File: config.mk
export PLATFORM = sky130hd
export DESIGN_NAME = spi_word_seq
export DESIGN_NICKNAME = d
export VERILOG_FILES = /design/src/rtl/spi_word_seq.sv
export SDC_FILE = /design/constraint.sdc
export NUM_CORES = 1
export LEC_CHECK = 0
export ABC_AREA = 1
export BUFFER_PORTS_ARGS = -buffer_cell sky130_fd_sc_hd__buf_4
export CAP_MARGIN = 20
export CORE_UTILIZATION = 45
export DETAILED_ROUTE_END_ITERATION = 7
export PLACE_DENSITY = 0.68
export SLEW_MARGIN = 20
export SYNTH_ARGS = -nofsm -noshare
export SYNTH_HDL_FRONTEND = slang
export SYNTH_SLANG_ARGS = --single-unit
File: constraint.sdc
create_clock -name clk -period 3.15 [get_ports clk]
set_input_delay 0 -clock clk [delete_from_list [all_inputs] [get_ports clk]]
set_output_delay 0 -clock clk [all_outputs]
set_load 0.05 [all_outputs]
File: src/rtl/spi_word_seq.sv
module spi_word_seq #(
  parameter int HALF_DIV = 2,
  parameter int GAP_W    = 8
) (
  input  logic             clk,
  input  logic             rst_n,
  input  logic             cmd_valid,
  output logic             cmd_ready,
  input  logic [31:0]      cmd_word,
  output logic             rx_valid,
  input  logic             rx_ready,
  output logic [15:0]      rx_data,
  input  logic [GAP_W-1:0] xfer_gap,
  input  logic [GAP_W-1:0] frame_gap,
  output logic             sck,
  output logic             mosi,
  input  logic             miso,
  output logic [3:0]       ssel_n
);

  localparam int DIV_W = (HALF_DIV > 1) ? $clog2(HALF_DIV) : 1;
  localparam logic [DIV_W-1:0] DIV_LAST = DIV_W'(HALF_DIV - 1);

  typedef enum logic [1:0] {S_IDLE, S_HOLD, S_SHIFT, S_GAP} st_t;

  st_t              st;
  logic [DIV_W-1:0] div_cnt;
  logic [15:0]      tx_sh, rx_sh;
  logic [4:0]       bits_left;
  logic             ign_q, eot_q, eof_q;
  logic [GAP_W-1:0] gap_cnt;
  logic             unused_bits;

  wire [3:0]       len_code = cmd_word[27:24];
  wire [4:0]       n_bits   = (len_code < 4'd3) ? 5'd4 : {1'b0, len_code} + 5'd1;
  wire             tick     = div_cnt == DIV_LAST;
  wire [GAP_W-1:0] eot_gap  = eot_q ? xfer_gap : '0;
  wire [GAP_W-1:0] eof_gap  = eof_q ? frame_gap : '0;
  wire [GAP_W-1:0] post_gap = (eot_gap > eof_gap) ? eot_gap : eof_gap;

  assign cmd_ready   = st == S_IDLE;
  assign mosi        = tx_sh[15];
  assign unused_bits = ^{cmd_word[31:28], cmd_word[23]};

  always_ff @(posedge clk or negedge rst_n) begin
    if (!rst_n) begin
      st        <= S_IDLE;
      div_cnt   <= '0;
      sck       <= 1'b0;
      tx_sh     <= '0;
      rx_sh     <= '0;
      bits_left <= '0;
      ign_q     <= 1'b0;
      eot_q     <= 1'b0;
      eof_q     <= 1'b0;
      ssel_n    <= 4'hF;
      gap_cnt   <= '0;
      rx_valid  <= 1'b0;
      rx_data   <= '0;
    end else begin
      if (rx_valid && rx_ready) rx_valid <= 1'b0;
      case (st)
        S_IDLE: if (cmd_valid) begin
          tx_sh     <= cmd_word[15:0] << (5'd16 - n_bits);
          rx_sh     <= '0;
          bits_left <= n_bits;
          ign_q     <= cmd_word[22];
          eof_q     <= cmd_word[21];
          eot_q     <= cmd_word[20];
          ssel_n    <= cmd_word[19:16];
          st        <= S_HOLD;
        end
        S_HOLD: if (ign_q || !rx_valid) begin
          st      <= S_SHIFT;
          div_cnt <= '0;
        end
        S_SHIFT: begin
          div_cnt <= tick ? '0 : div_cnt + 1'b1;
          if (tick) begin
            if (!sck) begin
              sck   <= 1'b1;
              rx_sh <= {rx_sh[14:0], miso};
            end else begin
              sck <= 1'b0;
              if (bits_left == 5'd1) begin
                if (!ign_q) begin
                  rx_valid <= 1'b1;
                  rx_data  <= rx_sh;
                end
                if (eot_q) ssel_n <= 4'hF;
                gap_cnt <= post_gap;
                div_cnt <= '0;
                st      <= (post_gap == '0) ? S_IDLE : S_GAP;
              end else begin
                tx_sh     <= {tx_sh[14:0], 1'b0};
                bits_left <= bits_left - 5'd1;
              end
            end
          end
        end
        S_GAP: begin
          div_cnt <= tick ? '0 : div_cnt + 1'b1;
          if (tick) begin
            gap_cnt <= gap_cnt - 1'b1;
            if (gap_cnt == GAP_W'(1)) st <= S_IDLE;
          end
        end
        default: st <= S_IDLE;
      endcase
    end
  end

  AST_MOSI_STEADY_HIGH: assert property (@(posedge clk) disable iff (!rst_n)
    (sck && $past(sck)) |-> $stable(mosi));
  AST_SEL_STEADY_SHIFT: assert property (@(posedge clk) disable iff (!rst_n)
    (st == S_SHIFT && $past(st == S_SHIFT)) |-> $stable(ssel_n));
  AST_GAP_SEL_HIGH: assert property (@(posedge clk) disable iff (!rst_n)
    (st == S_GAP && eot_q) |-> ssel_n == 4'hF);
  AST_HOLD_WHEN_FULL: assert property (@(posedge clk) disable iff (!rst_n)
    (st == S_HOLD && rx_valid && !ign_q) |=> (st == S_HOLD && !sck));
  AST_RX_KEEP: assert property (@(posedge clk) disable iff (!rst_n)
    (rx_valid && !rx_ready) |=> (rx_valid && $stable(rx_data)));
  AST_SCK_LOW_OUTSIDE: assert property (@(posedge clk) disable iff (!rst_n)
    (st != S_SHIFT) |-> !sck);

endmodule

==> impl_metrics.csv, run 1 <==
group,metric,value,unit
setup_path,critPathMaxStageDelay,0.51,ns
layout,area.sequential,1830,um2
routing,detail-route-antenna-nets,0,
layout,finish.utilization,55.6,%
synthesis,synth-simple-area-share,25.2,%
synthesis,post-synth-top-count-cell,"nand2_1",
die,ios,77,
synthesis,synth_compound_area_share,19.8,%
die,die_ht,103,um
synthesis,ranking_of_synthesized_cells_by_instance_count,"nand2_1 (169), dfrtp_1 (69), inv_1 (68)",
synthesis,yosys_most_used_dff,"dfrtp_1",
sta,final.min_clock_period,2.55,ns
routing,detail_route.drc_violations,0,
setup_path,critPathArrivalTime,2.80,ns
placed_design,placement.io_buffers,71,
placed_design,gp_congestion,0.914,
routing,dr_total_vias,4272,
routing,first_iter_violations,156,
synthesis,syn-cell-area,4570,um2
synthesis,yosys.area.top_type,"dfrtp_1",
setup_path,crit_type,"flop to flop",
synthesis,synth_enable_flop_cells,0,
setup_path,required,3.40,ns
sta,post-route-period-util,81.1,%
synthesis,syn_nets,688,
sta,final-hold-violation-count,0,
synthesis,combinational_family_with_the_most_area_after_synthesis,"simple AND/OR/NAND/NOR gates",
routing,finalWirelength,10.6,mm
synthesis,post_synthesis_share_of_cell_area_spent_on_full_adders_half_adders_and_majority_gates,3.83,%
clock_tree,worstSkewPairLatency,0.36,ns
run_status,outcome,"complete, no violations",
clock_tree,numClockSinks,73,
global_routing,vias_in_the_first_global_route,4043,
clock_tree,hold_buffers,10,
global_routing,maximum_number_of_pins_on_one_net_before_global_route_repair,74,
power_and_ir_drop,pwr_density_cell,889,nW/um2
power_and_ir_drop,vdd_ir_drop_max,0.000484,V
synthesis,asyncSetResetFlopFracSynth,100,%
sta,max_freq,0.392,GHz
clock_tree,clockBufferDepth,2,
die,initial_core_utilization,46.6,%
synthesis,muxShareOfSynthArea,0,%
sta,finalMaxSlewViolations,0,
global_routing,grt_first_pass_wirelength,18.0,mm
layout,multi_input_area,2300,um2
synthesis,yosys.area.top_type_share,37.7,%
layout,synthToLayoutAreaGrowth,19.4,%
synthesis,synth-seq-cells,73,
die,fp.dieW,103,um
setup_path,cp_max_fo,9,
routing,wire_per_inst,12.8,um
setup_path,end_kind,"flop",
layout,final_net_count,758,
sta,timing.max_slew.rel_slack,39.6,%
die,fp.dieArea,10600,um2
layout,antennaDiodeCount,0,
sta,grt_setup_unrepaired,"false",
flow_run,maxCapViolations,0,
setup_path,critical_path.slowest_cell,"dfrtp_1",
routing,detail_route.first_pass.iterations,6,
placed_design,place_hpwl,7.73,mm
global_routing,grt_use_total,21.7,%
clock_tree,htree_levels,3,
setup_path,timing.critical_path.from_type,"flop",
sta,worst_pin_slew,0.906,ns
die,floorplan.core_area,9820,um2
global_routing,grt_antenna_before_repair,0,
synthesis,synth.distinct_cells,38,
synthesis,synthCells,621,
synthesis,synth_xor_xnor_area_share,1.34,%
setup_path,worst-r2r-setup-slack,0.60,ns
sta,layout_setup_ws,0.597,ns
layout,drive_gt1_share,18.1,%
die,core.rowCount,36,
clock_tree,clkTransAtPathRegs,0.09,ns
clock_tree,cts_resized,0,
setup_path,timing.critical_path.mode_cell,"nand2_1",
synthesis,yosys_warnings,0,
sta,setup-tns-final,0,ns
power_and_ir_drop,power.leakage,2.72,nW
clock_tree,clock-root-buffer,"clkbuf_8",
global_routing,globalRoute.totalOverflow,0,
hold_path,worstHoldPathType,"primary input to flop",
clock_tree,cts_tree,"yes",
clock_tree,tritoncts_buffers,9,
synthesis,syn_area_per_cell,7.37,um2
clock_tree,cts_post_setup_buffers_inserted,0,
layout,final.fill_count,959,
sta,setup_violations,0,
placed_design,pre_cts_ws,0.597,ns
routing,detail_route.vias_per_cell,5.15,
setup_path,path_cells,"nand2_1 > ha_1 > nand2_1 > nor2_1 > nand4_1 > nand2_1 > nand2_1 > nand2_1 > nand2_1 > nor2_1 > nand2_1 > nand2_1 > a21oi_1",
sta,clock_skew,0.0122,ns
synthesis,ys_seq_area_share,40.0,%
synthesis,ys_top_cells_by_area,"dfrtp_1 (38%), nand2_1 (14%), a21oi_1 (5.6%)",
==> cells in the final DEF (no fill, tap or decap), types with 9 or more instances in the layout <==
master / n
buf_4: 74
o22ai_1: 12
ha_1: 14
clkbuf_8: 10
a21oi_1: 51
inv_1: 68
o22ai_2: 9
o211ai_1: 14
dlygate4sd3_1: 10
nand3_1: 37
o21ai_0: 35
o21ai_1: 24
nor2_1: 45
inv_2: 11
dfrtp_1: 69
nand2_1: 169
==> layout make-up <==
cell class              count  area share (%)
multi-input cells         443            42.1
well taps                 133            3.05
clock inverters             6            1.33
flip-flops and latches     73            33.5
inverters                  80            5.50
clock buffers              10            2.52
repair buffers             84            12.0
==> worst max-delay path, delay by kind of cell (launching register included) <==
family          cells  cell delay (ns)
compound gates      1             0.07
fa+ha+maj           1             0.32
flops               1             0.51
simple gates       11             1.54
==> metal layers <==
layer,vias to the layer above,track usage (%),share of wire [%]
met3,18,4.34,4.0
met5,-,0,0
met2,101,37.4,49
met1,1966,27.5,45
li1,2187,-,-
met4,0,6.72,1.8
==> sequential cells by signal (all words and copies together), names as in the netlist <==
signal / cells
rx_sh: 16
sck: 1
ign_q: 1
gap_cnt: 8
div_cnt: 1
st: 2
ssel_n: 4
tx_sh: 16
eof_q: 1
rx_data: 16
bits_left: 5
rx_valid: 1
eot_q: 1
==> power breakdown <==
group | internal [mW] | total [mW] | switching [mW]
clock | 0.398 | 0.779 | 0.380
combinational | 0.851 | 2.55 | 1.70
sequential | 1.30 | 1.53 | 0.225
total | 2.55 | 4.86 | 2.30
==> logic make-up (layout without fill, tap and decap cells) <==
| kind of cell | count (synthesis) | in the layout |
|---|---|---|
| AND/OR/NAND/NOR | 271 | 271 |
| AO/OA/AOI/OAI | 151 | 151 |
| XOR/XNOR | 7 | 7 |
| adder cells (fa/ha/maj) | 14 | 14 |
| buffers and inverters | 105 | 180 |
| flip-flops | 73 | 73 |
==> worst paths after layout <==
kind                                 from          to  cells after the start
worst max-delay path                eof_q       st[0]                     13
worst min-delay path            cmd_valid       ign_q                      5
worst max register to register      eof_q       st[0]                     13
worst min register to register  ssel_n[3]   ssel_n[3]                      2
max in group asynchronous           rst_n  rx_data[9]                      2
min in group asynchronous           rst_n  gap_cnt[6]                      2
==> per-stage QoR <==
step                std cells  hold slack, ns  total power [mW]  instance area, um2
floorplan                 621          -0.296              3.53                4570
global placement          803           0.183              4.01                5150
detailed placement        803           0.182              4.07                5150
CTS                       829          0.0476              4.87                5460
global route              829          0.0791              5.30                5460
finish                    829          0.0495              4.86                5460
Power figures use the tool's default switching activity.
==> inputs of run 2 (changes only) <==
==> constraint.sdc (replaced) <==
create_clock -name clk -period 2.43 [get_ports clk]
set_input_delay 0 -clock clk [delete_from_list [all_inputs] [get_ports clk]]
set_output_delay 0 -clock clk [all_outputs]
set_load 0.05 [all_outputs]
==> impl_metrics.csv, run 2 (synthesized netlist as in run 1, its figures left out) <==
group,metric,value,unit
run_status,outcome,"complete, no violations",
hold_path,hold-path-cell-count,5,
layout,drive_gt1_share,19.5,%
clock_tree,cts_tree,"yes",
layout,synthToLayoutAreaGrowth,21.3,%
clock_tree,numClockSinks,73,
setup_path,path_cells,"nand2_1 > inv_1 > ha_1 > a21o_1 > nor2_1 > nand2_2 > nand2_2 > nand2_1 > nand2_1 > nand2_1 > nor2_1 > nand2_1 > nand2_1 > a21oi_1",
sta,holdWs,0.0872,ns
setup_path,cp_max_fo,9,
clock_tree,cts_post_setup_buffers_inserted,0,
clock_tree,worstSkewPairLatency,0.35,ns
layout,top_regs,"rx_data (16), rx_sh (16), tx_sh (16)",
layout,antennaDiodeCount,0,
routing,finalWirelength,10.7,mm
sta,timing.max_slew.rel_slack,38.3,%
sta,finalMaxSlewViolations,0,
flow_run,maxCapViolations,0,
global_routing,grt_antenna_before_repair,0,
die,core.rowCount,36,
hold_path,worstHoldPathType,"primary input to flop",
setup_path,crit-reg2reg-capture,"st[0]",
layout,multi_input_area,2300,um2
placed_design,place_hpwl,7.98,mm
global_routing,globalRoute.totalOverflow,0,
placed_design,placement.io_buffers,71,
die,ios,77,
sta,final-hold-violation-count,0,
sta,final.min_clock_period,2.18,ns
hold_path,hold_path_startpoint,"cmd_word[0]",
power_and_ir_drop,pwr_density_cell,1140,nW/um2
hold_path,destination_of_the_worst_hold_path,"tx_sh[0]",
global_routing,grt_first_pass_wirelength,18.2,mm
routing,detail_route.first_pass.iterations,4,
clock_tree,clockBufferDepth,2,
sta,worst_pin_slew,0.925,ns
sta,post-route-period-util,89.9,%
setup_path,timing.critical_path.mode_cell,"nand2_1",
setup_path,worst-r2r-setup-slack,0.25,ns
clock_tree,clock-root-buffer,"clkbuf_8",
global_routing,maximum_number_of_pins_on_one_net_before_global_route_repair,74,
sta,grt_setup_unrepaired,"false",
clock_tree,htree_levels,3,
die,fp.dieArea,10600,um2
layout,area.sequential,1830,um2
routing,dr_total_vias,4313,
sta,clock_skew,0.00819,ns
sta,setup_violations,0,
placed_design,place.detailed.instances,814,
setup_path,required,2.66,ns
routing,wire_per_inst,12.8,um
layout,final.fill_count,954,
die,die_ht,103,um
global_routing,vias_in_the_first_global_route,4057,
layout,final_net_count,769,
setup_path,critPathArrivalTime,2.42,ns
routing,detail-route-antenna-nets,0,
power_and_ir_drop,vdd_ir_drop_max,0.000489,V
routing,detail_route.drc_violations,0,
die,floorplan.core_area,9820,um2
clock_tree,clkTransAtPathRegs,0.08,ns
setup_path,path_delay_family,"simple AND/OR/NAND/NOR gates",
global_routing,grt_use_total,22.0,%
setup_path,crit-reg2reg-launch,"eot_q",
setup_path,critical_path.slowest_cell,"dfrtp_2",
power_and_ir_drop,power.leakage,2.77,nW
setup_path,cp-startpoint,"eot_q",
sta,setup-tns-final,0,ns
setup_path,end_kind,"flop",
setup_path,critPathMaxStageDelay,0.48,ns
layout,mostFrequentLayoutCells,"nand2_1 (167), buf_4 (84), inv_1 (68), dfrtp_1 (67), a21oi_1 (51)",
routing,first_iter_violations,181,
layout,final_common_cell,"nand2_1",
clock_tree,tritoncts_buffers,9,
die,initial_core_utilization,46.6,%
die,fp.dieW,103,um
sta,max_freq,0.458,GHz
layout,layout.cells.non_filler,840,
placed_design,gp_congestion,0.861,
setup_path,critical_path_buf_inv_count,1,
setup_path,ff_to_ff_path_depth,14,
setup_path,timing.critical_path.from_type,"flop",
routing,detail_route.vias_per_cell,5.13,
setup_path,crit_type,"flop to flop",
-- run 2: layout make-up --
class	instances	share of cell area [%]
clock buffer	13	2.68
clock inverter	3	0.767
inverter	80	5.41
multi-input combinational	443	41.5
sequential	73	33.1
tap	133	3.00
timing repair buffer	95	13.5
-- run 2: power breakdown --
group          switching, mW  total [mW]  internal, mW
Clock                  0.434       0.936         0.502
Sequential             0.291        1.98          1.69
Combinational           2.22        3.42          1.20
Total                   2.95        6.34          3.40
-- run 2: worst max path at each step --
stage	to	slack, ns	depth (start not counted)
2_1_floorplan	st[1]	0.26	14
3_3_place_gp	st[0]	0.11	15
3_5_place_dp	st[0]	0.11	14
4_1_cts	st[0]	0.1	14
5_1_grt	st[0]	0.04	14
6_report	st[0]	0.25	14
-- run 2: routing by layer --
metal  up-vias  global-route usage, %  part of all wire (%)
li1       2204                      -                     -
met4         0                   8.02                   1.9
met2        75                   36.9                    48
met5         -                      0                     0
met1      2015                   28.8                    47
met3        19                   3.32                   3.1
-- run 2: metrics by stage --
stage / cell area [um2] / util, % / setup slack, ns / power (mW)
5_1_grt: 5550 / 56.5 / 0.0385 / 6.92
3_3_place_gp: 5250 / 53.4 / 0.115 / 5.31
6_report: 5550 / 56.5 / 0.245 / 6.34
2_1_floorplan: 4570 / - / 0.260 / 4.57
3_5_place_dp: 5250 / 53.4 / 0.110 / 5.38
4_1_cts: 5540 / 56.4 / 0.0991 / 6.36
-- run 2: repair_timing --
item,CTS,global route
endpoints found under the setup margin,0,2
hold buffers,10,0
endpoints found under the hold margin,78,0
gates resized for setup,0,4
-- run 2: worst reg2reg max path, cell delays in order (launching register included) --
cell and delay (ns):
dfrtp_2 0.48, nand2_1 0.12, inv_1 0.05, ha_1 0.30
a21o_1 0.19, nor2_1 0.14, nand2_2 0.12, nand2_2 0.16
nand2_1 0.07, nand2_1 0.10, nand2_1 0.06, nor2_1 0.09
nand2_1 0.06, nand2_1 0.08, a21oi_1 0.07
